--- src/rtl/irqc_pkg.sv ---
package irqc_pkg;

  localparam logic [4:0] OFF_MASK   = 5'h00;
  localparam logic [4:0] OFF_CMD    = 5'h03;
  localparam logic [4:0] OFF_STATUS = 5'h07;

  localparam int CMD_SWRST_BIT  = 0;
  localparam int CMD_INTRST_BIT = 2;

  typedef enum logic [1:0] {
    RD_NONE   = 2'd0,
    RD_MASK   = 2'd1,
    RD_STATUS = 2'd2
  } rdSel_t;

  typedef struct packed {
    logic   maskWr;
    logic   intClear;
    logic   swReset;
    rdSel_t rdSel;
  } ctrlStrobes_t;

endpackage

--- src/rtl/irqc_ctrl.sv ---
module irqc_ctrl
  import irqc_pkg::*;
#(
  parameter int AddrWidth = 5,
  parameter int DataWidth = 16
) (
  input  logic                 hostWrEn,
  input  logic [AddrWidth-1:0] hostAddr,
  input  logic [DataWidth-1:0] hostWrData,
  output ctrlStrobes_t         strobes
);

  localparam logic [AddrWidth-1:0] MaskAddr   = AddrWidth'(OFF_MASK);
  localparam logic [AddrWidth-1:0] CmdAddr    = AddrWidth'(OFF_CMD);
  localparam logic [AddrWidth-1:0] StatusAddr = AddrWidth'(OFF_STATUS);

  logic hitMask;
  logic hitCmd;
  logic hitStatus;

  always_comb begin
    hitMask   = (hostAddr == MaskAddr);
    hitCmd    = (hostAddr == CmdAddr);
    hitStatus = (hostAddr == StatusAddr);
  end

  always_comb begin
    strobes          = '0;
    strobes.maskWr   = hostWrEn && hitMask;
    strobes.intClear = hostWrEn && hitCmd && hostWrData[CMD_INTRST_BIT];
    strobes.swReset  = hostWrEn && hitCmd && hostWrData[CMD_SWRST_BIT];
    if (hitMask)        strobes.rdSel = RD_MASK;
    else if (hitStatus) strobes.rdSel = RD_STATUS;
    else                strobes.rdSel = RD_NONE;
  end

endmodule

--- src/rtl/irqc_datapath.sv ---
module irqc_datapath
  import irqc_pkg::*;
#(
  parameter int CondCount = 15,
  parameter int DataWidth = 16
) (
  input  logic                 clk,
  input  logic                 rstN,
  input  ctrlStrobes_t         strobes,
  input  logic [DataWidth-1:0] wrData,
  input  logic [CondCount-1:0] evtPulse,
  output logic [DataWidth-1:0] rdData,
  output logic                 irq
);

  localparam int MasterBit = DataWidth - 1;

  logic [CondCount-1:0] maskQ;
  logic [CondCount-1:0] maskNext;
  logic [CondCount-1:0] latchQ;
  logic [CondCount-1:0] latchNext;
  logic                 irqQ;

  // Mask next state: software reset wins, otherwise a host write loads it.
  always_comb begin
    if (strobes.swReset)     maskNext = '0;
    else if (strobes.maskWr) maskNext = wrData[CondCount-1:0];
    else                     maskNext = maskQ;
  end

  // One sticky cell per condition; a new enabled event survives a clear.
  for (genvar i = 0; i < CondCount; i++) begin : g_cell
    logic captureEvt;
    assign captureEvt = evtPulse[i] && maskQ[i];
    always_comb begin
      if (strobes.swReset)       latchNext[i] = 1'b0;
      else if (strobes.intClear) latchNext[i] = captureEvt;
      else                       latchNext[i] = latchQ[i] || captureEvt;
    end
  end

  always_ff @(posedge clk or negedge rstN) begin
    if (!rstN) begin
      maskQ  <= '0;
      latchQ <= '0;
      irqQ   <= 1'b0;
    end else begin
      maskQ  <= maskNext;
      latchQ <= latchNext;
      irqQ   <= |(latchNext & maskNext);
    end
  end

  always_comb begin
    rdData = '0;
    case (strobes.rdSel)
      RD_MASK: rdData[CondCount-1:0] = maskQ;
      RD_STATUS: begin
        rdData[CondCount-1:0] = latchQ;
        rdData[MasterBit]     = irqQ;
      end
      default: rdData = '0;
    endcase
  end

  assign irq = irqQ;

endmodule

--- src/rtl/irq_status_ctrl.sv ---
module irq_status_ctrl
  import irqc_pkg::*;
#(
  parameter int CondCount = 15,
  parameter int DataWidth = 16,
  parameter int AddrWidth = 5
) (
  input  logic                 clk,
  input  logic                 rstN,
  input  logic [CondCount-1:0] evtPulse,
  input  logic                 hostWrEn,
  input  logic [AddrWidth-1:0] hostAddr,
  input  logic [DataWidth-1:0] hostWrData,
  output logic [DataWidth-1:0] hostRdData,
  output logic                 irqOut
);

  ctrlStrobes_t strobes;

  irqc_ctrl #(
    .AddrWidth(AddrWidth),
    .DataWidth(DataWidth)
  ) i_ctrl (
    .hostWrEn  (hostWrEn),
    .hostAddr  (hostAddr),
    .hostWrData(hostWrData),
    .strobes   (strobes)
  );

  irqc_datapath #(
    .CondCount(CondCount),
    .DataWidth(DataWidth)
  ) i_datapath (
    .clk     (clk),
    .rstN    (rstN),
    .strobes (strobes),
    .wrData  (hostWrData),
    .evtPulse(evtPulse),
    .rdData  (hostRdData),
    .irq     (irqOut)
  );

endmodule

--- config.mk ---
export PLATFORM = sky130hd
export DESIGN_NAME = irq_status_ctrl
export DESIGN_NICKNAME = d
export VERILOG_FILES = /design/src/rtl/irqc_pkg.sv /design/src/rtl/irqc_ctrl.sv /design/src/rtl/irqc_datapath.sv /design/src/rtl/irq_status_ctrl.sv
export SDC_FILE = /design/constraint.sdc
export NUM_CORES = 1
export LEC_CHECK = 0
export ABC_AREA = 1
export CAP_MARGIN = 20
export CORE_UTILIZATION = 60
export DETAILED_ROUTE_END_ITERATION = 7
export DONT_BUFFER_PORTS = 1
export GPL_TIMING_DRIVEN = 1
export PLACE_DENSITY = 0.76
export SLEW_MARGIN = 20
export SYNTH_ARGS = -nofsm -noshare
export SYNTH_HDL_FRONTEND = slang
export SYNTH_SLANG_ARGS = --single-unit
export TNS_END_PERCENT = 1
--- constraint.sdc ---
create_clock -name clk -period 2 [get_ports clk]
set_input_delay 0.3 -clock clk [delete_from_list [all_inputs] [get_ports clk]]
set_output_delay 0.3 -clock clk [all_outputs]
set_load 0.01 [all_outputs]
==> results of run 1 <==
-- cell usage in the layout, fill, tap and decap left out, types with 2 or more instances in the layout --
cell and n:
sky130_fd_sc_hd__inv_1 52, sky130_fd_sc_hd__a21boi_1 9, sky130_fd_sc_hd__nand4_4 2, sky130_fd_sc_hd__a21oi_1 9
sky130_fd_sc_hd__nor2_2 2, sky130_fd_sc_hd__dfrtp_1 31, sky130_fd_sc_hd__nor2_4 2, sky130_fd_sc_hd__nand4_1 5
sky130_fd_sc_hd__buf_4 10, sky130_fd_sc_hd__inv_2 3, sky130_fd_sc_hd__nor2_1 31, sky130_fd_sc_hd__clkbuf_4 5
sky130_fd_sc_hd__nand2_1 62, sky130_fd_sc_hd__nor3_1 2, sky130_fd_sc_hd__nand3_1 19, sky130_fd_sc_hd__o22ai_1 11
sky130_fd_sc_hd__o21ai_0 6
-- per-layer routing --
layer	vias to the layer above	global-route usage, %	routed length (um)
met5	-	0	0
met4	0	7.67	44
met3	6	7.94	290
met2	49	45.2	1930
met1	731	35.8	1780
li1	819	-	-
-- path summary, 6_finish.rpt --
kind                                                start  slack [ns]  cells past startpoint                        endpoint
setup / recovery                              hostAddr[2]        0.31                      4                   hostRdData[3]
hold / removal                              hostWrData[1]        0.11                      2   i_datapath.maskQ[1]$_DFF_PN0_
setup reg to reg            i_datapath.maskQ[6]$_DFF_PN0_        0.89                      8        i_datapath.irq$_DFF_PN0_
hold reg to reg            i_datapath.latchQ[8]$_DFF_PN0_        0.54                      2  i_datapath.latchQ[8]$_DFF_PN0_
max in group asynchronous                            rstN        1.44                      2   i_datapath.maskQ[8]$_DFF_PN0_
min in group asynchronous                            rstN        0.39                      2  i_datapath.latchQ[6]$_DFF_PN0_
-- logic make-up (layout without fill, tap and decap cells) --
kind of cell    Yosys count  count (layout)
compound gates           35              35
flops                    31              31
buf+inv                  62              75
simple gates            127             127
-- through the flow --
step                      power (uW)  setup WS, ns  util (%)  instances
after global placement          1140         0.252      66.9        289
after floorplan                 1080         0.610         -        255
after CTS                       1690         0.344      71.0        299
after detailed placement        1150         0.206      66.9        289
final                           1680         0.307      71.0        299
after global routing            1790         0.219      71.0        299
-- Yosys cell counts (3+ instances only) --
library cell,count,area (um2)
sky130_fd_sc_hd__nor2_1,31,116
sky130_fd_sc_hd__nand2_1,62,233
sky130_fd_sc_hd__dfrtp_1,31,776
sky130_fd_sc_hd__o22ai_1,11,68.8
sky130_fd_sc_hd__nand4_1,5,31.3
sky130_fd_sc_hd__inv_1,52,195
sky130_fd_sc_hd__nand3_1,19,95.1
sky130_fd_sc_hd__o21ai_0,6,30.0
sky130_fd_sc_hd__inv_2,3,11.3
sky130_fd_sc_hd__a21boi_1,9,67.6
sky130_fd_sc_hd__a21oi_1,9,45.0
-- power by group --
part / switching, uW / leakage, uW / internal [uW] / total, uW
Sequential: 54.2 / 0.000320 / 729 / 784
Combinational: 233 / 0.000792 / 145 / 378
Clock: 226 / 0.0000482 / 295 / 521
Total: 514 / 0.00116 / 1170 / 1680
-- critical path: stages --
cell and delay, ns:
sky130_fd_sc_hd__nor2_2 0.39, sky130_fd_sc_hd__nand3_2 0.18, sky130_fd_sc_hd__buf_4 0.23, sky130_fd_sc_hd__o22ai_1 0.29
-- cell type report --
type | count | area, um2 | area share, %
clock inverter | 2 | 35.0 | 1.74
clock buffer | 6 | 51.3 | 2.55
tap | 31 | 38.8 | 1.93
multi-input combinational | 162 | 797 | 39.7
inverter | 55 | 206 | 10.3
sequential | 31 | 776 | 38.6
timing repair buffer | 12 | 105 | 5.23
-- registers in the layout (all words and copies together) (netlist names) --
register	count
i_datapath.latchQ	15
i_datapath.irq	1
i_datapath.maskQ	15
==> impl_results.html, run 1 <==
<table>
<tr><th>Metric</th><th>Value</th></tr>
<tr><th colspan="2">Logic synthesis</th></tr>
<tr><td>Synthesized instance count</td><td>255</td></tr>
<tr><td>Fraction of the mapped netlist area in compound gates</td><td>11.6%</td></tr>
<tr><td>Number of enable-type register cells in the synthesized netlist</td><td>0</td></tr>
<tr><td>Parity-gate share of the synthesized area counting xor and xnor cells</td><td>0%</td></tr>
<tr><td>Syn_nets</td><td>294</td></tr>
<tr><td>Sequential-to-total area share from yosys stat</td><td>42.4%</td></tr>
<tr><td>Distinct cell type count of the synthesized netlist</td><td>21</td></tr>
<tr><td>Ys Warns</td><td>0</td></tr>
<tr><td>Share of flip-flops with an asynchronous set or reset</td><td>100%</td></tr>
<tr><td>Synth Register Bits</td><td>31</td></tr>
<tr><td>Post-synthesis share of cell area spent on and, or, nand and nor gates</td><td>32.0%</td></tr>
<tr><td>Most frequently used flop master after synthesis</td><td>sky130_fd_sc_hd__dfrtp_1</td></tr>
<tr><td>Share of cell area taken by muxes after synthesis</td><td>0%</td></tr>
<tr><td>Main combinational cell family by area after synthesis</td><td>simple AND/OR/NAND/NOR gates</td></tr>
<tr><td>Cell area after synthesis</td><td>1830 um2</td></tr>
<tr><td>Post-Synth Adder-Cell Area</td><td>0%</td></tr>
<tr><td>Mean area per synthesized cell</td><td>7.17 um2</td></tr>
<tr><th colspan="2">GRT</th></tr>
<tr><td>Remaining Overflow, GRT</td><td>0</td></tr>
<tr><td>Initial antenna violation count</td><td>0</td></tr>
<tr><td>Total routing usage reported by global routing</td><td>27.5%</td></tr>
<tr><td>First-pass GRT wire length</td><td>6.62 mm</td></tr>
<tr><td>Maximum number of pins on one net before global-route repair</td><td>32</td></tr>
<tr><td>Via count of the first global-routing pass</td><td>1488</td></tr>
<tr><th colspan="2">Clocking</th></tr>
<tr><td>Total clock sinks</td><td>31</td></tr>
<tr><td>Post-CTS Setup Inserts</td><td>0</td></tr>
<tr><td>Number of buffers inserted during clock tree synthesis</td><td>5</td></tr>
<tr><td>Count of hold-fix buffers inserted at cts</td><td>2</td></tr>
<tr><td>Total of cells resized after clock tree synthesis</td><td>0</td></tr>
<tr><td>Clock transition at path regs</td><td>0.10 ns</td></tr>
<tr><td>TritonCTS clock tree</td><td>yes</td></tr>
<tr><td>Clock root buffer</td><td>sky130_fd_sc_hd__clkbuf_4</td></tr>
<tr><td>Max Root-Sink Buffers</td><td>2</td></tr>
<tr><td>Skew-Pair Late Insertion Delay</td><td>0.35 ns</td></tr>
<tr><td>Number of H-tree branching levels</td><td>2</td></tr>
<tr><th colspan="2">STA</th></tr>
<tr><td>Worst hold-check slack</td><td>0.114 ns</td></tr>
<tr><td>Worst-margin pin slew</td><td>0.496 ns</td></tr>
<tr><td>Setup repair after global routing missed its margin</td><td>false</td></tr>
<tr><td>Sum of negative setup slack</td><td>0 ns</td></tr>
<tr><td>Worst-case clock skew</td><td>0.0150 ns</td></tr>
<tr><td>Final setup viols</td><td>0</td></tr>
<tr><td>F_max</td><td>591 MHz</td></tr>
<tr><td>Fin. Hold Viols</td><td>0</td></tr>
<tr><td>Max transition margin</td><td>66.9%</td></tr>
<tr><td>Final cycle utilization of the critical path</td><td>84.7%</td></tr>
<tr><td>Max-slew violations</td><td>0</td></tr>
<tr><td>Period minus WS final</td><td>1.69 ns</td></tr>
<tr><th colspan="2">Setup path</th></tr>
<tr><td>Critical path startpoint category</td><td>input port</td></tr>
<tr><td>Critical path class</td><td>in -&gt; out</td></tr>
<tr><td>Required time of the worst setup path</td><td>1.70 ns</td></tr>
<tr><td>Kind of end point of the critical path</td><td>primary output</td></tr>
<tr><td>Arr. time, crit path</td><td>1.39 ns</td></tr>
<tr><td>Crit path max fanout</td><td>11</td></tr>
<tr><th colspan="2">Routing</th></tr>
<tr><td>Initial DRT Pass Iterations</td><td>6</td></tr>
<tr><td>Total number of vias</td><td>1605</td></tr>
<tr><td>DRC Markers</td><td>4</td></tr>
<tr><td>Routed length per placed instance</td><td>13.5 um</td></tr>
<tr><td>DR vias/cell</td><td>5.37</td></tr>
<tr><td>DRT Wirelength</td><td>4.05 mm</td></tr>
<tr><td>Antenna viol nets, final</td><td>0</td></tr>
<tr><td>Number of DRC markers in iteration 0</td><td>82</td></tr>
<tr><th colspan="2">Power and ir drop</th></tr>
<tr><td>Power per cell area</td><td>838 nW/um2</td></tr>
<tr><td>Worst VDD drop</td><td>0.588 mV</td></tr>
<tr><td>LEAKAGE</td><td>0.00116 uW</td></tr>
<tr><th colspan="2">Cells and area</th></tr>
<tr><td>Share of post-route cells with drive strength above 1</td><td>11.2%</td></tr>
<tr><td>Post-route cell area</td><td>2010 um2</td></tr>
<tr><td>Diode count</td><td>0</td></tr>
<tr><td>Number of nets in the layout</td><td>306</td></tr>
<tr><td>Number of filler cells placed in the layout</td><td>251</td></tr>
<tr><td>Syn-to-layout area delta</td><td>9.85%</td></tr>
<tr><th colspan="2">Placed design</th></tr>
<tr><td>Global placer's final weighted congestion</td><td>0.756</td></tr>
<tr><td>Placed cell areas</td><td>1890 um2</td></tr>
<tr><td>Port Buffer Count</td><td>0</td></tr>
<tr><td>Sum of net half-perimeters after detailed placement</td><td>2.86 mm</td></tr>
<tr><th colspan="2">Outcome</th></tr>
<tr><td>Run status</td><td>complete, but fails checks</td></tr>
<tr><td>Violations in the final reports</td><td>design-rule violations</td></tr>
<tr><th colspan="2">Hold path</th></tr>
<tr><td>Hold/Removal Path Class</td><td>in -&gt; reg</td></tr>
<tr><th colspan="2">Floorplan</th></tr>
<tr><td>Die area</td><td>3270 um2</td></tr>
<tr><td>Overall die height</td><td>57.2 um</td></tr>
<tr><td>Initial core utilization</td><td>64.7%</td></tr>
<tr><td>Count of pins on the block boundary</td><td>56</td></tr>
<tr><td>Horizontal extent of the die</td><td>57.2 um</td></tr>
<tr><td>Cell Rows</td><td>19</td></tr>
<tr><td>Core box area</td><td>2830 um2</td></tr>
<tr><th colspan="2">Job</th></tr>
<tr><td>Number of violations of the max-capacitance limit</td><td>0</td></tr>
</table>
No activity file was read; power rests on OpenSTA's default activity.
==> inputs of run 2 (changes only) <==
--- a/config.mk
+++ b/config.mk
@@ -7,11 +7,11 @@
 export LEC_CHECK = 0
 export ABC_AREA = 1
 export CAP_MARGIN = 20
-export CORE_UTILIZATION = 60
+export CORE_UTILIZATION = 56
 export DETAILED_ROUTE_END_ITERATION = 7
 export DONT_BUFFER_PORTS = 1
 export GPL_TIMING_DRIVEN = 1
-export PLACE_DENSITY = 0.76
+export PLACE_DENSITY = 0.74
 export SLEW_MARGIN = 20
 export SYNTH_ARGS = -nofsm -noshare
 export SYNTH_HDL_FRONTEND = slang
==> constraint.sdc (replaced) <==
create_clock -name clk -period 1.4 [get_ports clk]
set_input_delay 0.21 -clock clk [delete_from_list [all_inputs] [get_ports clk]]
set_output_delay 0.21 -clock clk [all_outputs]
set_load 0.01 [all_outputs]
==> run 2 against run 1 <==
- critical endpoint is now hostRdData[8]
- the run now ends clean
- cell area rose by 12%
- largest cell class unchanged
- count of clock-buffer cells in the layout is 1 higher
- cell count up 16%
- critical path type unchanged
==> impl_results.html, run 2 (synthesized netlist as in run 1, its figures left out) <==
<table>
<tr><th>Metric</th><th>Value</th></tr>
<tr><th colspan="2">GRT</th></tr>
<tr><td>First-pass GRT wire length</td><td>7.15 mm (+7.9%)</td></tr>
<tr><td>Maximum number of pins on one net before global-route repair</td><td>32 (unchanged)</td></tr>
<tr><td>Remaining Overflow, GRT</td><td>0 (unchanged)</td></tr>
<tr><td>Total routing usage reported by global routing</td><td>28.0% (+0.53 points)</td></tr>
<tr><td>Initial antenna violation count</td><td>0 (unchanged)</td></tr>
<tr><td>Via count of the first global-routing pass</td><td>1626 (+9.3%)</td></tr>
<tr><th colspan="2">Cells and area</th></tr>
<tr><td>Number of filler cells placed in the layout</td><td>266 (+6.0%)</td></tr>
<tr><td>Syn-to-layout area delta</td><td>22.7%</td></tr>
<tr><td>Share of post-route cells with drive strength above 1</td><td>20.5% (+9.3 points)</td></tr>
<tr><td>Most frequent standard cell in the layout excluding fill and tap cells</td><td>sky130_fd_sc_hd__nand2_1</td></tr>
<tr><td>Total area of multi-input combinational cells</td><td>797 um2 (unchanged)</td></tr>
<tr><td>Final standard cell count with taps included and fillers excluded</td><td>346 (+16%)</td></tr>
<tr><td>Register area</td><td>776 um2 (unchanged)</td></tr>
<tr><td>Leading cell types in the layout, fill and taps excluded</td><td>sky130_fd_sc_hd__nand2_1 (62), sky130_fd_sc_hd__inv_1 (52), sky130_fd_sc_hd__buf_4 (44)</td></tr>
<tr><td>Diode count</td><td>0 (unchanged)</td></tr>
<tr><td>Number of nets in the layout</td><td>340 (+11%)</td></tr>
<tr><th colspan="2">STA</th></tr>
<tr><td>Worst-case clock skew</td><td>0.0112 ns (-0.00381 ns)</td></tr>
<tr><td>Least setup slack across all paths after layout</td><td>0.0599 ns (-0.247 ns)</td></tr>
<tr><td>Worst-margin pin slew</td><td>0.247 ns (-0.249 ns)</td></tr>
<tr><td>Final cycle utilization of the critical path</td><td>95.7%</td></tr>
<tr><td>Fin. Hold Viols</td><td>0 (unchanged)</td></tr>
<tr><td>F_max</td><td>746 MHz</td></tr>
<tr><td>Final setup viols</td><td>0 (unchanged)</td></tr>
<tr><td>Setup repair after global routing missed its margin</td><td>false</td></tr>
<tr><td>Max transition margin</td><td>83.4% (+17 points)</td></tr>
<tr><td>Max-slew violations</td><td>0 (unchanged)</td></tr>
<tr><td>Worst hold-check slack</td><td>0.0123 ns (-0.101 ns)</td></tr>
<tr><td>Sum of negative setup slack</td><td>0 ns (unchanged)</td></tr>
<tr><td>Period minus WS final</td><td>1.34 ns</td></tr>
<tr><th colspan="2">Floorplan</th></tr>
<tr><td>Overall die height</td><td>59.2 um (+3.4%)</td></tr>
<tr><td>Die area</td><td>3500 um2 (+6.9%)</td></tr>
<tr><td>Cell Rows</td><td>20 (+1)</td></tr>
<tr><td>Count of pins on the block boundary</td><td>56 (unchanged)</td></tr>
<tr><td>Initial core utilization</td><td>59.4% (-5.2 points)</td></tr>
<tr><td>Horizontal extent of the die</td><td>59.2 um (+3.4%)</td></tr>
<tr><td>Core box area</td><td>3080 um2 (+8.8%)</td></tr>
<tr><th colspan="2">Clocking</th></tr>
<tr><td>Count of hold-fix buffers inserted at cts</td><td>2 (unchanged)</td></tr>
<tr><td>TritonCTS clock tree</td><td>yes</td></tr>
<tr><td>Clock transition at path regs</td><td>0.11 ns (about the same)</td></tr>
<tr><td>Number of buffers inserted during clock tree synthesis</td><td>5 (unchanged)</td></tr>
<tr><td>Post-CTS Setup Inserts</td><td>0 (unchanged)</td></tr>
<tr><td>Clock root buffer</td><td>sky130_fd_sc_hd__clkbuf_4</td></tr>
<tr><td>Total clock sinks</td><td>31 (unchanged)</td></tr>
<tr><td>Max Root-Sink Buffers</td><td>2 (unchanged)</td></tr>
<tr><td>Skew-Pair Late Insertion Delay</td><td>0.34 ns (about the same)</td></tr>
<tr><td>Total of cells resized after clock tree synthesis</td><td>0 (unchanged)</td></tr>
<tr><td>Number of H-tree branching levels</td><td>2 (unchanged)</td></tr>
<tr><th colspan="2">Hold path</th></tr>
<tr><td>Worst hold path cell count</td><td>2 (unchanged)</td></tr>
<tr><td>Hold/Removal Path Class</td><td>in -&gt; reg</td></tr>
<tr><td>Worst hold path endpoint</td><td>i_datapath.latchQ[0]$_DFF_PN0_</td></tr>
<tr><td>Worst hold start</td><td>evtPulse[0]</td></tr>
<tr><th colspan="2">Power and ir drop</th></tr>
<tr><td>Internal</td><td>1530 uW (+31%)</td></tr>
<tr><td>Power per cell area</td><td>1010 nW/um2 (+21%)</td></tr>
<tr><td>Worst VDD drop</td><td>0.840 mV (+43%)</td></tr>
<tr><td>LEAKAGE</td><td>0.00132 uW (+13%)</td></tr>
<tr><td>Switching power of the nets</td><td>743 uW (+45%)</td></tr>
<tr><td>Seq pwr share</td><td>49.2% (+2.6 points)</td></tr>
<tr><td>Overall power</td><td>2280 uW (+35%)</td></tr>
<tr><td>Clock group share of total power</td><td>22.3% (-8.7 points)</td></tr>
<tr><td>Switching power share of the total</td><td>32.6% (+2.1 points)</td></tr>
<tr><td>Combinational power share</td><td>28.5% (+6.0 points)</td></tr>
<tr><th colspan="2">Placed design</th></tr>
<tr><td>Setup slack after placement</td><td>-0.107 ns (-0.313 ns)</td></tr>
<tr><td>Inst Count DP</td><td>336 (+16%)</td></tr>
<tr><td>Port Buffer Count</td><td>0 (unchanged)</td></tr>
<tr><td>Global placer's final weighted congestion</td><td>0.883 (+17%)</td></tr>
<tr><td>Sum of net half-perimeters after detailed placement</td><td>3.18 mm (+11%)</td></tr>
<tr><th colspan="2">Setup path</th></tr>
<tr><td>Arr. time, crit path</td><td>1.13 ns (-0.26 ns)</td></tr>
<tr><td>Register-to-Register Path Depth</td><td>8 (unchanged)</td></tr>
<tr><td>Kind of end point of the critical path</td><td>primary output</td></tr>
<tr><td>Largest stage delay, worst path</td><td>0.19 ns (-0.20 ns)</td></tr>
<tr><td>Slowest CP cell</td><td>sky130_fd_sc_hd__buf_4</td></tr>
<tr><td>Critical path startpoint category</td><td>input port</td></tr>
<tr><td>Worst reg2reg path startpoint</td><td>i_datapath.maskQ[6]$_DFF_PN0_</td></tr>
<tr><td>Endpoint of the worst-slack reg-to-reg timing path</td><td>i_datapath.irq$_DFF_PN0_</td></tr>
<tr><td>Required time of the worst setup path</td><td>1.19 ns (-0.51 ns)</td></tr>
<tr><td>Critical Path Most Common Cell</td><td>sky130_fd_sc_hd__buf_4</td></tr>
<tr><td>Crit path max fanout</td><td>11 (unchanged)</td></tr>
<tr><td>Sequence of cells on the critical path</td><td>nor2_2 &gt; buf_4 &gt; nand3_2 &gt; buf_4 &gt; o22ai_1 &gt; buf_4</td></tr>
<tr><td>Critical path class</td><td>in -&gt; out</td></tr>
<tr><td>Setup slack of the worst register-to-register path</td><td>0.26 ns (-0.63 ns)</td></tr>
<tr><th colspan="2">Routing</th></tr>
<tr><td>Number of DRC markers in iteration 0</td><td>52 (-37%)</td></tr>
<tr><td>Initial DRT Pass Iterations</td><td>4 (-2)</td></tr>
<tr><td>Routed length per placed instance</td><td>12.6 um (-6.8%)</td></tr>
<tr><td>DR vias/cell</td><td>5.00 (-6.9%)</td></tr>
<tr><td>DRC Markers</td><td>0 (-4)</td></tr>
<tr><td>DRT Wirelength</td><td>4.37 mm (+7.9%)</td></tr>
<tr><td>Total number of vias</td><td>1729 (+7.7%)</td></tr>
<tr><td>Antenna viol nets, final</td><td>0 (unchanged)</td></tr>
<tr><th colspan="2">Outcome</th></tr>
<tr><td>Run status</td><td>complete, no violations</td></tr>
<tr><th colspan="2">Job</th></tr>
<tr><td>Number of violations of the max-capacitance limit</td><td>0 (unchanged)</td></tr>
</table>
-- run 2: how the worst max path moves through the flow --
stage	depth (start not counted)	end	slack [ns]	start
after CTS	6	hostRdData[2]	0.08	hostAddr[2]
after detailed placement	9	i_datapath.irq$_DFF_PN0_	-0.11	hostAddr[2]
after global placement	9	i_datapath.irq$_DFF_PN0_	-0.08	hostAddr[2]
final	6	hostRdData[8]	0.06	hostAddr[2]
after floorplan	9	i_datapath.irq$_DFF_PN0_	0.11	hostAddr[2]
after global routing	6	hostRdData[2]	0.008	hostAddr[2]
-- run 2: metal layers --
metal	up-vias	wire [um]	GRT usage, %	part of all wire [%]
li1	891	-	-	-
met1	785	1910	35.5	44
met2	45	2130	45.5	49
met3	8	255	8.30	5.8
met4	0	75	10.2	1.7
met5	-	0	0	0
-- run 2: cell type report --
class	count	share of cell area, %
multi-input combinational	162	35.5
sequential	31	34.6
timing repair buffer	46	16.1
inverter	55	9.20
tap	44	2.45
clock buffer	7	2.01
clock inverter	1	0.223
-- run 2: metrics by stage --
stage | instance area (um2) | utilization, %
2_1_floorplan | 1830 | -
3_3_place_gp | 2160 | 70.3
3_5_place_dp | 2160 | 70.3
4_1_cts | 2240 | 72.9
5_1_grt | 2240 | 72.9
6_report | 2240 | 72.9
-- run 2: worst max-delay path, delay by kind of cell --
kind                   cells  cell delay [ns]
AOI/OAI and AO/OA          1             0.19
buffers and inverters      3             0.49
and+or+nand+nor            2             0.24
-- run 2: power groups by stage --
stage                     combinational [uW]  clock, uW  sequential, uW
final                                    648        508            1120
after global routing                     743        564            1140
after CTS                                652        524            1120
after detailed placement                 619          0            1140
after global placement                   605          0            1130
after floorplan                          425          0            1120
==> inputs of run 3 (changes only) <==
--- a/config.mk
+++ b/config.mk
@@ -6,7 +6,7 @@
 export NUM_CORES = 1
 export LEC_CHECK = 0
 export ABC_AREA = 1
-export CAP_MARGIN = 20
+export CAP_MARGIN = 15
 export CORE_UTILIZATION = 56
 export DETAILED_ROUTE_END_ITERATION = 7
 export DONT_BUFFER_PORTS = 1
==> results of run 3 <==
Final layout, timing and power as in run 2 (identical DEF).
